File: config.mk
export PLATFORM = sky130hd
export DESIGN_NAME = pit_timer
export DESIGN_NICKNAME = d
export VERILOG_FILES = /design/src/rtl/pit_pkg.sv /design/src/rtl/pit_period_decode.sv /design/src/rtl/pit_rate_timer.sv /design/src/rtl/pit_irq_status.sv /design/src/rtl/pit_timer.sv
export SDC_FILE = /design/constraint.sdc
export NUM_CORES = 1
export LEC_CHECK = 0
export BUFFER_PORTS_ARGS = -buffer_cell sky130_fd_sc_hd__buf_2
export CAP_MARGIN = 20
export CORE_AREA = 3 3 80 82
export DETAILED_ROUTE_END_ITERATION = 6
export DIE_AREA = 0 0 83 85
export PLACE_DENSITY = 0.51
export SLEW_MARGIN = 20
export SYNTH_ARGS = -nofsm -noshare
export SYNTH_HDL_FRONTEND = slang
export SYNTH_SLANG_ARGS = --single-unit
File: constraint.sdc
create_clock -name clk -period 4.1 [get_ports clk]
set_input_delay 0.82 -clock clk [delete_from_list [all_inputs] [get_ports clk]]
set_output_delay 0.82 -clock clk [all_outputs]
set_load 0.02 [all_outputs]
File: src/rtl/pit_pkg.sv
package pit_pkg;

   // Selects how the period counter is built.
   typedef enum logic {
      PIT_CNT_UP   = 1'b0,
      PIT_CNT_DOWN = 1'b1
   } pit_cnt_style_e;

endpackage

File: src/rtl/pit_period_decode.sv
module pit_period_decode #(
   parameter int MANT_W = 4,
   parameter int EXP_W  = 3,
   localparam int RATE_W = MANT_W + EXP_W,
   localparam int CNT_W  = MANT_W + (1 << EXP_W) - 1
) (
   input  logic [RATE_W-1:0] rate_code,
   output logic [CNT_W-1:0]  period_m1
);

   localparam logic [CNT_W:0] ONE_EXT = {{CNT_W{1'b0}}, 1'b1};

   logic [MANT_W-1:0] mant;
   logic [EXP_W-1:0]  expo;
   logic [CNT_W:0]    base;
   logic [CNT_W:0]    span;

   initial begin : p_param_chk
      assert (MANT_W >= 1 && MANT_W <= 8)
         else $error("pit_period_decode: MANT_W out of range");
      assert (EXP_W >= 1 && EXP_W <= 4)
         else $error("pit_period_decode: EXP_W out of range");
   end

   always_comb begin
      mant      = rate_code[MANT_W-1:0];
      expo      = rate_code[RATE_W-1:MANT_W];
      base      = (CNT_W+1)'(mant) + ONE_EXT;
      span      = base << expo;
      period_m1 = CNT_W'(span - ONE_EXT);
   end

endmodule

File: src/rtl/pit_rate_timer.sv
module pit_rate_timer
   import pit_pkg::*;
#(
   parameter int             MANT_W = 4,
   parameter int             EXP_W  = 3,
   parameter pit_cnt_style_e STYLE  = PIT_CNT_UP,
   localparam int RATE_W = MANT_W + EXP_W,
   localparam int CNT_W  = MANT_W + (1 << EXP_W) - 1
) (
   input  logic              clk,
   input  logic              rst_n,
   input  logic              tick_en,
   input  logic              rate_wr,
   input  logic [RATE_W-1:0] rate_wdata,
   output logic [RATE_W-1:0] rate_q,
   output logic              timeout
);

   localparam logic [CNT_W-1:0] CNT_ONE = {{(CNT_W-1){1'b0}}, 1'b1};

   logic [CNT_W-1:0] cnt_q;
   logic [CNT_W-1:0] pm1_cur;
   logic             running;
   logic             adv;

   initial begin : p_param_chk
      assert (CNT_W <= 32) else $error("pit_rate_timer: counter too wide");
   end

   // Rate register: changes only on a write.
   always_ff @(posedge clk or negedge rst_n) begin
      if (!rst_n) begin
         rate_q <= '0;
      end else if (rate_wr) begin
         rate_q <= rate_wdata;
      end
   end

   pit_period_decode #(
      .MANT_W (MANT_W),
      .EXP_W  (EXP_W)
   ) u_dec_cur (
      .rate_code (rate_q),
      .period_m1 (pm1_cur)
   );

   assign running = (rate_q != '0);
   assign adv     = tick_en && running && !rate_wr;

   generate
      if (STYLE == PIT_CNT_UP) begin : g_up
         logic hit;
         assign hit     = adv && (cnt_q == pm1_cur);
         assign timeout = hit;

         always_ff @(posedge clk or negedge rst_n) begin
            if (!rst_n) begin
               cnt_q <= '0;
            end else if (rate_wr) begin
               cnt_q <= '0;
            end else if (adv) begin
               cnt_q <= hit ? '0 : cnt_q + CNT_ONE;
            end
         end

         AST_RESTART_ZERO: assert property (@(posedge clk) disable iff (!rst_n)
            rate_wr |=> (cnt_q == '0))
            else $error("restart did not clear count");
         AST_RELOAD_ZERO: assert property (@(posedge clk) disable iff (!rst_n)
            (timeout && !rate_wr) |=> (cnt_q == '0))
            else $error("count did not reload at timeout");
      end else begin : g_down
         logic [CNT_W-1:0] pm1_new;
         logic             hit;

         pit_period_decode #(
            .MANT_W (MANT_W),
            .EXP_W  (EXP_W)
         ) u_dec_new (
            .rate_code (rate_wdata),
            .period_m1 (pm1_new)
         );

         assign hit     = adv && (cnt_q == '0);
         assign timeout = hit;

         always_ff @(posedge clk or negedge rst_n) begin
            if (!rst_n) begin
               cnt_q <= '0;
            end else if (rate_wr) begin
               cnt_q <= pm1_new;
            end else if (adv) begin
               cnt_q <= hit ? pm1_cur : cnt_q - CNT_ONE;
            end
         end

         AST_RESTART_FULL: assert property (@(posedge clk) disable iff (!rst_n)
            rate_wr |=> (cnt_q == pm1_cur))
            else $error("restart did not load full period");
         AST_RELOAD_FULL: assert property (@(posedge clk) disable iff (!rst_n)
            (timeout && !rate_wr) |=> (cnt_q == pm1_cur))
            else $error("count did not reload at timeout");
      end
   endgenerate

   AST_CNT_IN_RANGE: assert property (@(posedge clk) disable iff (!rst_n)
      (running && $past(rate_wr)) |-> (cnt_q <= pm1_cur))
      else $error("count beyond period");
   AST_STOPPED_QUIET: assert property (@(posedge clk) disable iff (!rst_n)
      (rate_q == '0) |-> !timeout)
      else $error("timeout while stopped");
   AST_IDLE_HOLDS: assert property (@(posedge clk) disable iff (!rst_n)
      (!tick_en && !rate_wr) |=> $stable(cnt_q))
      else $error("count moved without tick");
   AST_RATE_HOLDS: assert property (@(posedge clk) disable iff (!rst_n)
      !rate_wr |=> $stable(rate_q))
      else $error("rate changed without write");

endmodule

File: src/rtl/pit_irq_status.sv
module pit_irq_status (
   input  logic clk,
   input  logic rst_n,
   input  logic timeout,
   input  logic flag_wr,
   input  logic flag_wdata,
   input  logic ie_wr,
   input  logic ie_wdata,
   output logic flag_q,
   output logic ie_q,
   output logic irq
);

   logic clr_req;

   assign clr_req = flag_wr && flag_wdata;

   // Set has priority over a clearing write.
   always_ff @(posedge clk or negedge rst_n) begin
      if (!rst_n) begin
         flag_q <= 1'b0;
      end else if (timeout) begin
         flag_q <= 1'b1;
      end else if (clr_req) begin
         flag_q <= 1'b0;
      end
   end

   always_ff @(posedge clk or negedge rst_n) begin
      if (!rst_n) begin
         ie_q <= 1'b0;
      end else if (ie_wr) begin
         ie_q <= ie_wdata;
      end
   end

   assign irq = flag_q && ie_q;

   AST_TIMEOUT_SETS: assert property (@(posedge clk) disable iff (!rst_n)
      timeout |=> flag_q)
      else $error("timeout did not set flag");
   AST_SET_BEATS_CLEAR: assert property (@(posedge clk) disable iff (!rst_n)
      (timeout && clr_req) |=> flag_q)
      else $error("clear won over timeout");
   AST_CLEAR_ONE: assert property (@(posedge clk) disable iff (!rst_n)
      (clr_req && !timeout) |=> !flag_q)
      else $error("write of one did not clear");
   AST_WRITE_ZERO_KEEPS: assert property (@(posedge clk) disable iff (!rst_n)
      (flag_wr && !flag_wdata && !timeout) |=> $stable(flag_q))
      else $error("write of zero changed flag");

endmodule

File: src/rtl/pit_timer.sv
module pit_timer
   import pit_pkg::*;
#(
   parameter int             MANT_W = 4,
   parameter int             EXP_W  = 3,
   parameter pit_cnt_style_e STYLE  = PIT_CNT_UP,
   localparam int RATE_W = MANT_W + EXP_W
) (
   input  logic              clk,
   input  logic              rst_n,
   input  logic              tick_en,
   input  logic              rate_wr,
   input  logic [RATE_W-1:0] rate_wdata,
   input  logic              flag_wr,
   input  logic              flag_wdata,
   input  logic              ie_wr,
   input  logic              ie_wdata,
   output logic [RATE_W-1:0] rate_o,
   output logic              ie_o,
   output logic              flag_o,
   output logic              irq_o
);

   logic timeout;

   pit_rate_timer #(
      .MANT_W (MANT_W),
      .EXP_W  (EXP_W),
      .STYLE  (STYLE)
   ) u_timer (
      .clk        (clk),
      .rst_n      (rst_n),
      .tick_en    (tick_en),
      .rate_wr    (rate_wr),
      .rate_wdata (rate_wdata),
      .rate_q     (rate_o),
      .timeout    (timeout)
   );

   pit_irq_status u_status (
      .clk        (clk),
      .rst_n      (rst_n),
      .timeout    (timeout),
      .flag_wr    (flag_wr),
      .flag_wdata (flag_wdata),
      .ie_wr      (ie_wr),
      .ie_wdata   (ie_wdata),
      .flag_q     (flag_o),
      .ie_q       (ie_o),
      .irq        (irq_o)
   );

   AST_IRQ_NEEDS_FLAG: assert property (@(posedge clk) disable iff (!rst_n)
      (flag_wr && flag_wdata && !timeout) |=> !irq_o)
      else $error("irq survived a flag clear");

endmodule

Word-level counts from Yosys, hierarchy flattened
Cells that the tools add are included.

storage, ports and cells
  bits in registers = 20

operators by class
  reductions and logical operators = 9
  equality and inequality tests = 1
  add/sub/neg operators = 3
  mux-type cells = 5
  shifts and indexed selects = 1

operator list
  kind                     number
  $mux W11                 3
  $add A11 B1 Y11 const B  1
  $eq A11 B11 Y1           1
  $shl A5 B3 Y11           1
  $sub A11 B1 Y11 const B  1
  $reduce_bool A7 Y1       1
  $add A4 B1 Y5 const B    1
  $logic_and A1 B1 Y1      5
  $reduce_bool A2 Y1       2
  $mux W1                  2
  $logic_not A1 Y1         1

Logic depth before layout (Yosys ltp)
  depth after elaboration = 8
  depth in mapped cells = 12
  gate-level depth less buffers = 11

Modules after synthesis
Synthesis repeated with hierarchy kept, for this count alone.

unflattened totals
  cell total of the unflattened synthesis = 198
  area total of the unflattened synthesis = 1745.4 um^2

modules (own cells, without submodules)
  module             sequential area each (um^2)  area each (um^2)  times used  cells each
  pit_rate_timer     450.4                        1017.2            1           104
  pit_period_decode  0.0                          645.6             1           88
  pit_irq_status     50.0                         82.6              1           6

Least setup slack after synthesis
OpenSTA, ideal clock, no wires.

  path type = register to register
  from = register u_timer.rate_q[0]
  to = register u_status.flag_q
  stages on the path, launching flop included = 13
  path slack = 965 ps
  library setup time = 121 ps
  data arrival time = 3014 ps
  buffers on the path = 1
  cells stage by stage = dfrtp_1 buf_4 inv_2 ha_1 or2_1 a32oi_1 o31a_1 nand3_1 o21ai_0 or3b_2 a31oi_4 nor3_4 a22o_1

on the way
  longest elaborated chain between the ends = 6
  elaborated cells on any way between the ends = 10

ends and longest elaborated chain
  element                                               line                     RTL
  from (decl)                                           pit_rate_timer.sv:15     output logic [RATE_W-1:0] rate_q,
  from (signal assigned)                                pit_rate_timer.sv:35     rate_q <= rate_wdata;
  $add A4 B1 Y5                                         pit_period_decode.sv:28  base = (CNT_W+1)'(mant) + ONE_EXT;
  $shl A5 B3 Y11                                        pit_period_decode.sv:29  span = base << expo;
  $sub A11 B1 Y11                                       pit_period_decode.sv:30  period_m1 = CNT_W'(span - ONE_EXT);
  $eq A11 B11 Y1                                        pit_rate_timer.sv:53     assign hit = adv && (cnt_q == pm1_cur);
  $logic_and A1 B1 Y1 (*)                               pit_rate_timer.sv:53
  $mux W1 / $reduce_bool A2 Y1 (equally long branches)  -
  to (signal assigned)                                  pit_irq_status.sv:21     flag_q <= 1'b0;
  to (signal assigned)                                  pit_irq_status.sv:23     flag_q <= 1'b1;
  to (signal assigned)                                  pit_irq_status.sv:25     flag_q <= 1'b0;
  to (decl)                                             pit_irq_status.sv:9      output logic flag_q,

Mark *: on every way between the ends. The rest lies on a longest branch, timed or not.
A chain may end at the register's enable or synchronous reset.

Final worst setup path
  from = register u_timer.rate_q[0]
  to = register u_timer.cnt_q[3]

on the way
  longest elaborated chain between the ends = 8
  elaborated cells on any way between the ends = 12

ends and longest elaborated chain
  element               line                     RTL
  $add A4 B1 Y5         pit_period_decode.sv:28
  $shl A5 B3 Y11        pit_period_decode.sv:29
  $sub A11 B1 Y11       pit_period_decode.sv:30
  $eq A11 B11 Y1        pit_rate_timer.sv:53
  $logic_and A1 B1 Y1   pit_rate_timer.sv:53
  $mux W11              pit_rate_timer.sv:62     cnt_q <= hit ? '0 : cnt_q + CNT_ONE;
  $mux W11              pit_rate_timer.sv:61     end else if (adv) begin
  $mux W11              pit_rate_timer.sv:59     end else if (rate_wr) begin
  to (signal assigned)  pit_rate_timer.sv:62
  to (decl)             pit_rate_timer.sv:21     logic [CNT_W-1:0] cnt_q;

Parallel ways exist; a longest one is shown, timed or not. The select of a mux whose other input is x is not followed.

==> insert_results.sql <==
INSERT INTO impl_metrics (metric_group, metric, value, unit) VALUES
('final_layout', 'fin_nets', '282', ''),
('final_layout', 'most-common-layout-cells', 'sky130_fd_sc_hd__nand2_1, sky130_fd_sc_hd__buf_2, sky130_fd_sc_hd__dfrtp_1, sky130_fd_sc_hd__nand3_1', ''),
('synthesis', 'post_synth_mux_area_share', '2.171', '%'),
('floorplan', 'area_of_the_core', '5816', 'µm²'),
('drt', 'route.final.wire_length', '5139', 'µm'),
('drt', 'via_per_inst', '5.629', ''),
('synthesis', 'ys.warnings.count', '0', ''),
('worst_hold_path', 'min_path_type', 'in2async', ''),
('synthesis', 'synth_area', '2017', 'µm²'),
('clocking', 'cts_tree', 'done', ''),
('place', 'place_hpwl', '3931', 'µm'),
('worst_setup_path', 'critical_path.endpoint_type', 'register', ''),
('place', 'port_buffers', '24', ''),
('synthesis', 'synth.lib_cells_used.distinct', '64', ''),
('synthesis', 'number_of_register_bits_inferred_by_synthesis', '20', ''),
('global_routing', 'overflow', '0', ''),
('synthesis', 'synth_async_reset_ratio', '100.0', '%'),
('sta', 'timing_hold_violations_final', '0', ''),
('synthesis', 'synthSimpleGateAreaFrac', '30.02', '%'),
('worst_setup_path', 'cp.arrival', '3.56', 'ns'),
('place', 'pre_cts_ws', '0.7938', 'ns'),
('clocking', 'ctsLongestPathBuffers', '2', ''),
('global_routing', 'wire_length_of_the_first_global_routing_pass', '8735', 'µm'),
('drt', 'first_iter_violations', '181', ''),
('synthesis', 'gate_count_after_technology_mapping', '245', ''),
('synthesis', 'post-synth-top-area-cell', 'sky130_fd_sc_hd__dfrtp_1', ''),
('synthesis', 'proportion_of_synthesized_chip_area_in_sequential_cells', '24.81', '%'),
('sta', 'worst_clock_skew', '0.006866', 'ns'),
('sta', 'fin_hold_ws', '0.4994', 'ns'),
('worst_setup_path', 'critPathMaxStageDelay', '0.50', 'ns'),
('synthesis', 'post_synth_main_area_contributors', 'sky130_fd_sc_hd__dfrtp_1, sky130_fd_sc_hd__nand2_1, sky130_fd_sc_hd__nand3_1', ''),
('worst_setup_path', 'worst-path-buf-inv', '0', ''),
('power_and_ir_drop', 'power.density_cell_area', '310.5', 'nW/µm²'),
('drt', 'first_drt_pass_iteration_count', '4', ''),
('global_routing', 'pin_count_of_the_biggest_net_entering_global_routing', '24', ''),
('worst_setup_path', 'critical_path.top_delay_family', 'compound AO/OA/AOI/OAI gates', ''),
('synthesis', 'synth_fp_nets', '264', ''),
('sta', 'setup_repair_after_global_routing_missed_its_margin', 'no', ''),
('sta', 'timing.fmax', '0.2955', 'GHz'),
('drt', 'residual_drc', '0', ''),
('floorplan', 'initial_utilization', '34.68', '%'),
('final_layout', 'layout-area-overhead-vs-synth', '11.41', '%'),
('synthesis', 'synth_xor_area_share', '4.777', '%'),
('sta', 'timing.final.crit_share', '82.55', '%'),
('synthesis', 'predominant_post_synthesis_flop_cell', 'sky130_fd_sc_hd__dfrtp_1', ''),
('sta', 'setup_slack', '0.7156', 'ns'),
('synthesis', 'syn_area_per_cell', '8.232', 'µm²'),
('synthesis', 'synth_edf_count', '0', ''),
('clocking', 'tritoncts.num_buffers', '3', ''),
('final_layout', 'diodes', '0', ''),
('sta', 'worst_slew_margin_rel', '60.48', '%'),
('worst_setup_path', 'critical_path_required', '4.28', 'ns'),
('job', 'drv_cap', '0', ''),
('sta', 'finalSetupViolCount', '0', ''),
('worst_setup_path', 'crit_slowest_cell', 'sky130_fd_sc_hd__dfrtp_1', ''),
('clocking', 'clkTransAtPathRegs', '0.09', 'ns'),
('synthesis', 'synth_compound_area_share', '30.89', '%'),
('worst_setup_path', 'crit_path_start_kind', 'register', ''),
('place', 'rd_place_congestion', '0.7804', ''),
('clocking', 'clk_latency', '0.27', 'ns'),
('clocking', 'cts_hold_buf', '0', ''),
('worst_setup_path', 'crit_type', 'reg2reg', ''),
('status', 'status', 'completed', ''),
('final_layout', 'postLayoutCoreUtil', '38.64', '%'),
('clocking', 'cts.repair_timing.setup_buffer_count', '0', ''),
('clocking', 'cts_num_sinks', '20', ''),
('drt', 'ant_nets', '0', ''),
('power_and_ir_drop', 'worst_ir_drop_vdd', '0.1517', 'mV'),
('clocking', 'postCtsResizedCells', '0', ''),
('drt', 'vias', '1897', ''),
('power_and_ir_drop', 'leakage', '0.0008699', 'µW');
-- path summary, 6_finish.rpt --
path | start | end | slack (ns) | cells past startpoint
max | u_timer.rate_q[0] | u_timer.cnt_q[3] | 0.72 | 10
min | rst_n | u_timer.cnt_q[1] | 0.50 | 1
min reg2reg | u_status.ie_q | u_status.ie_q | 0.52 | 1
max in group asynchronous | rst_n | u_timer.rate_q[5] | 3.26 | 1
max reg2reg | u_timer.rate_q[0] | u_timer.cnt_q[3] | 0.72 | 10
min in group clk | u_status.ie_q | u_status.ie_q | 0.52 | 1
-- layer usage --
| metal | vias up | wire, µm | global-route usage (%) |
|---|---|---|---|
| met2 | 27 | 2268 | 22.67 |
| met1 | 895 | 2645 | 22.08 |
| li1 | 966 | - | - |
| met4 | 0 | 118 | 6.092 |
| met5 | - | 0 | 0 |
| met3 | 9 | 107 | 1.359 |
-- flip-flops by register name, indices dropped and copies added (netlist names) --
signal,flops
u_timer.rate_q,7
u_status.flag_q,1
u_timer.cnt_q,11
u_status.ie_q,1
-- cell families after synthesis --
kind of cell / Yosys count
flops: 20
buf+inv: 20
simple gates: 108
mux: 4
fa+ha+maj: 4
xor+xnor: 11
compound gates: 78
-- where the power goes --
part,switching [µW],internal [µW],leakage [µW]
sequential,27.0,206,0.000263
combinational,158,102,0.000572
clock,74.8,131,0.0000357
-- Yosys cell counts (5+ instances only) --
library cell and number:
sky130_fd_sc_hd__inv_1 5, sky130_fd_sc_hd__nor3_1 9, sky130_fd_sc_hd__o21ai_0 14, sky130_fd_sc_hd__a21oi_1 14, sky130_fd_sc_hd__nor2_1 13, sky130_fd_sc_hd__nand2_1 32
sky130_fd_sc_hd__dfrtp_1 20, sky130_fd_sc_hd__xor2_1 6, sky130_fd_sc_hd__clkbuf_1 5, sky130_fd_sc_hd__nand3_1 15, sky130_fd_sc_hd__o31ai_1 8, sky130_fd_sc_hd__xnor2_1 5
-- area by class of cell --
class,count,area (µm²),area share [%]
Sequential cell,20,500.5,22.27
Tap cell,75,93.84,4.176
Clock buffer,3,41.29,1.837
Timing Repair Buffer,25,127.6,5.679
Inverter,8,30.03,1.336
Multi-Input combinational cell,205,1424,63.36
Clock inverter,1,30.03,1.336
-- stage by stage --
stage,instance area (µm²),instances,total power [µW]
2_1_floorplan,2017,245,439.2
3_3_place_gp,2176,333,497.3
3_5_place_dp,2176,333,494.5
4_1_cts,2247,337,702.0
5_1_grt,2247,337,747.1
6_report,2247,337,697.8
Note: power is estimated with default switching activity, not from simulation.
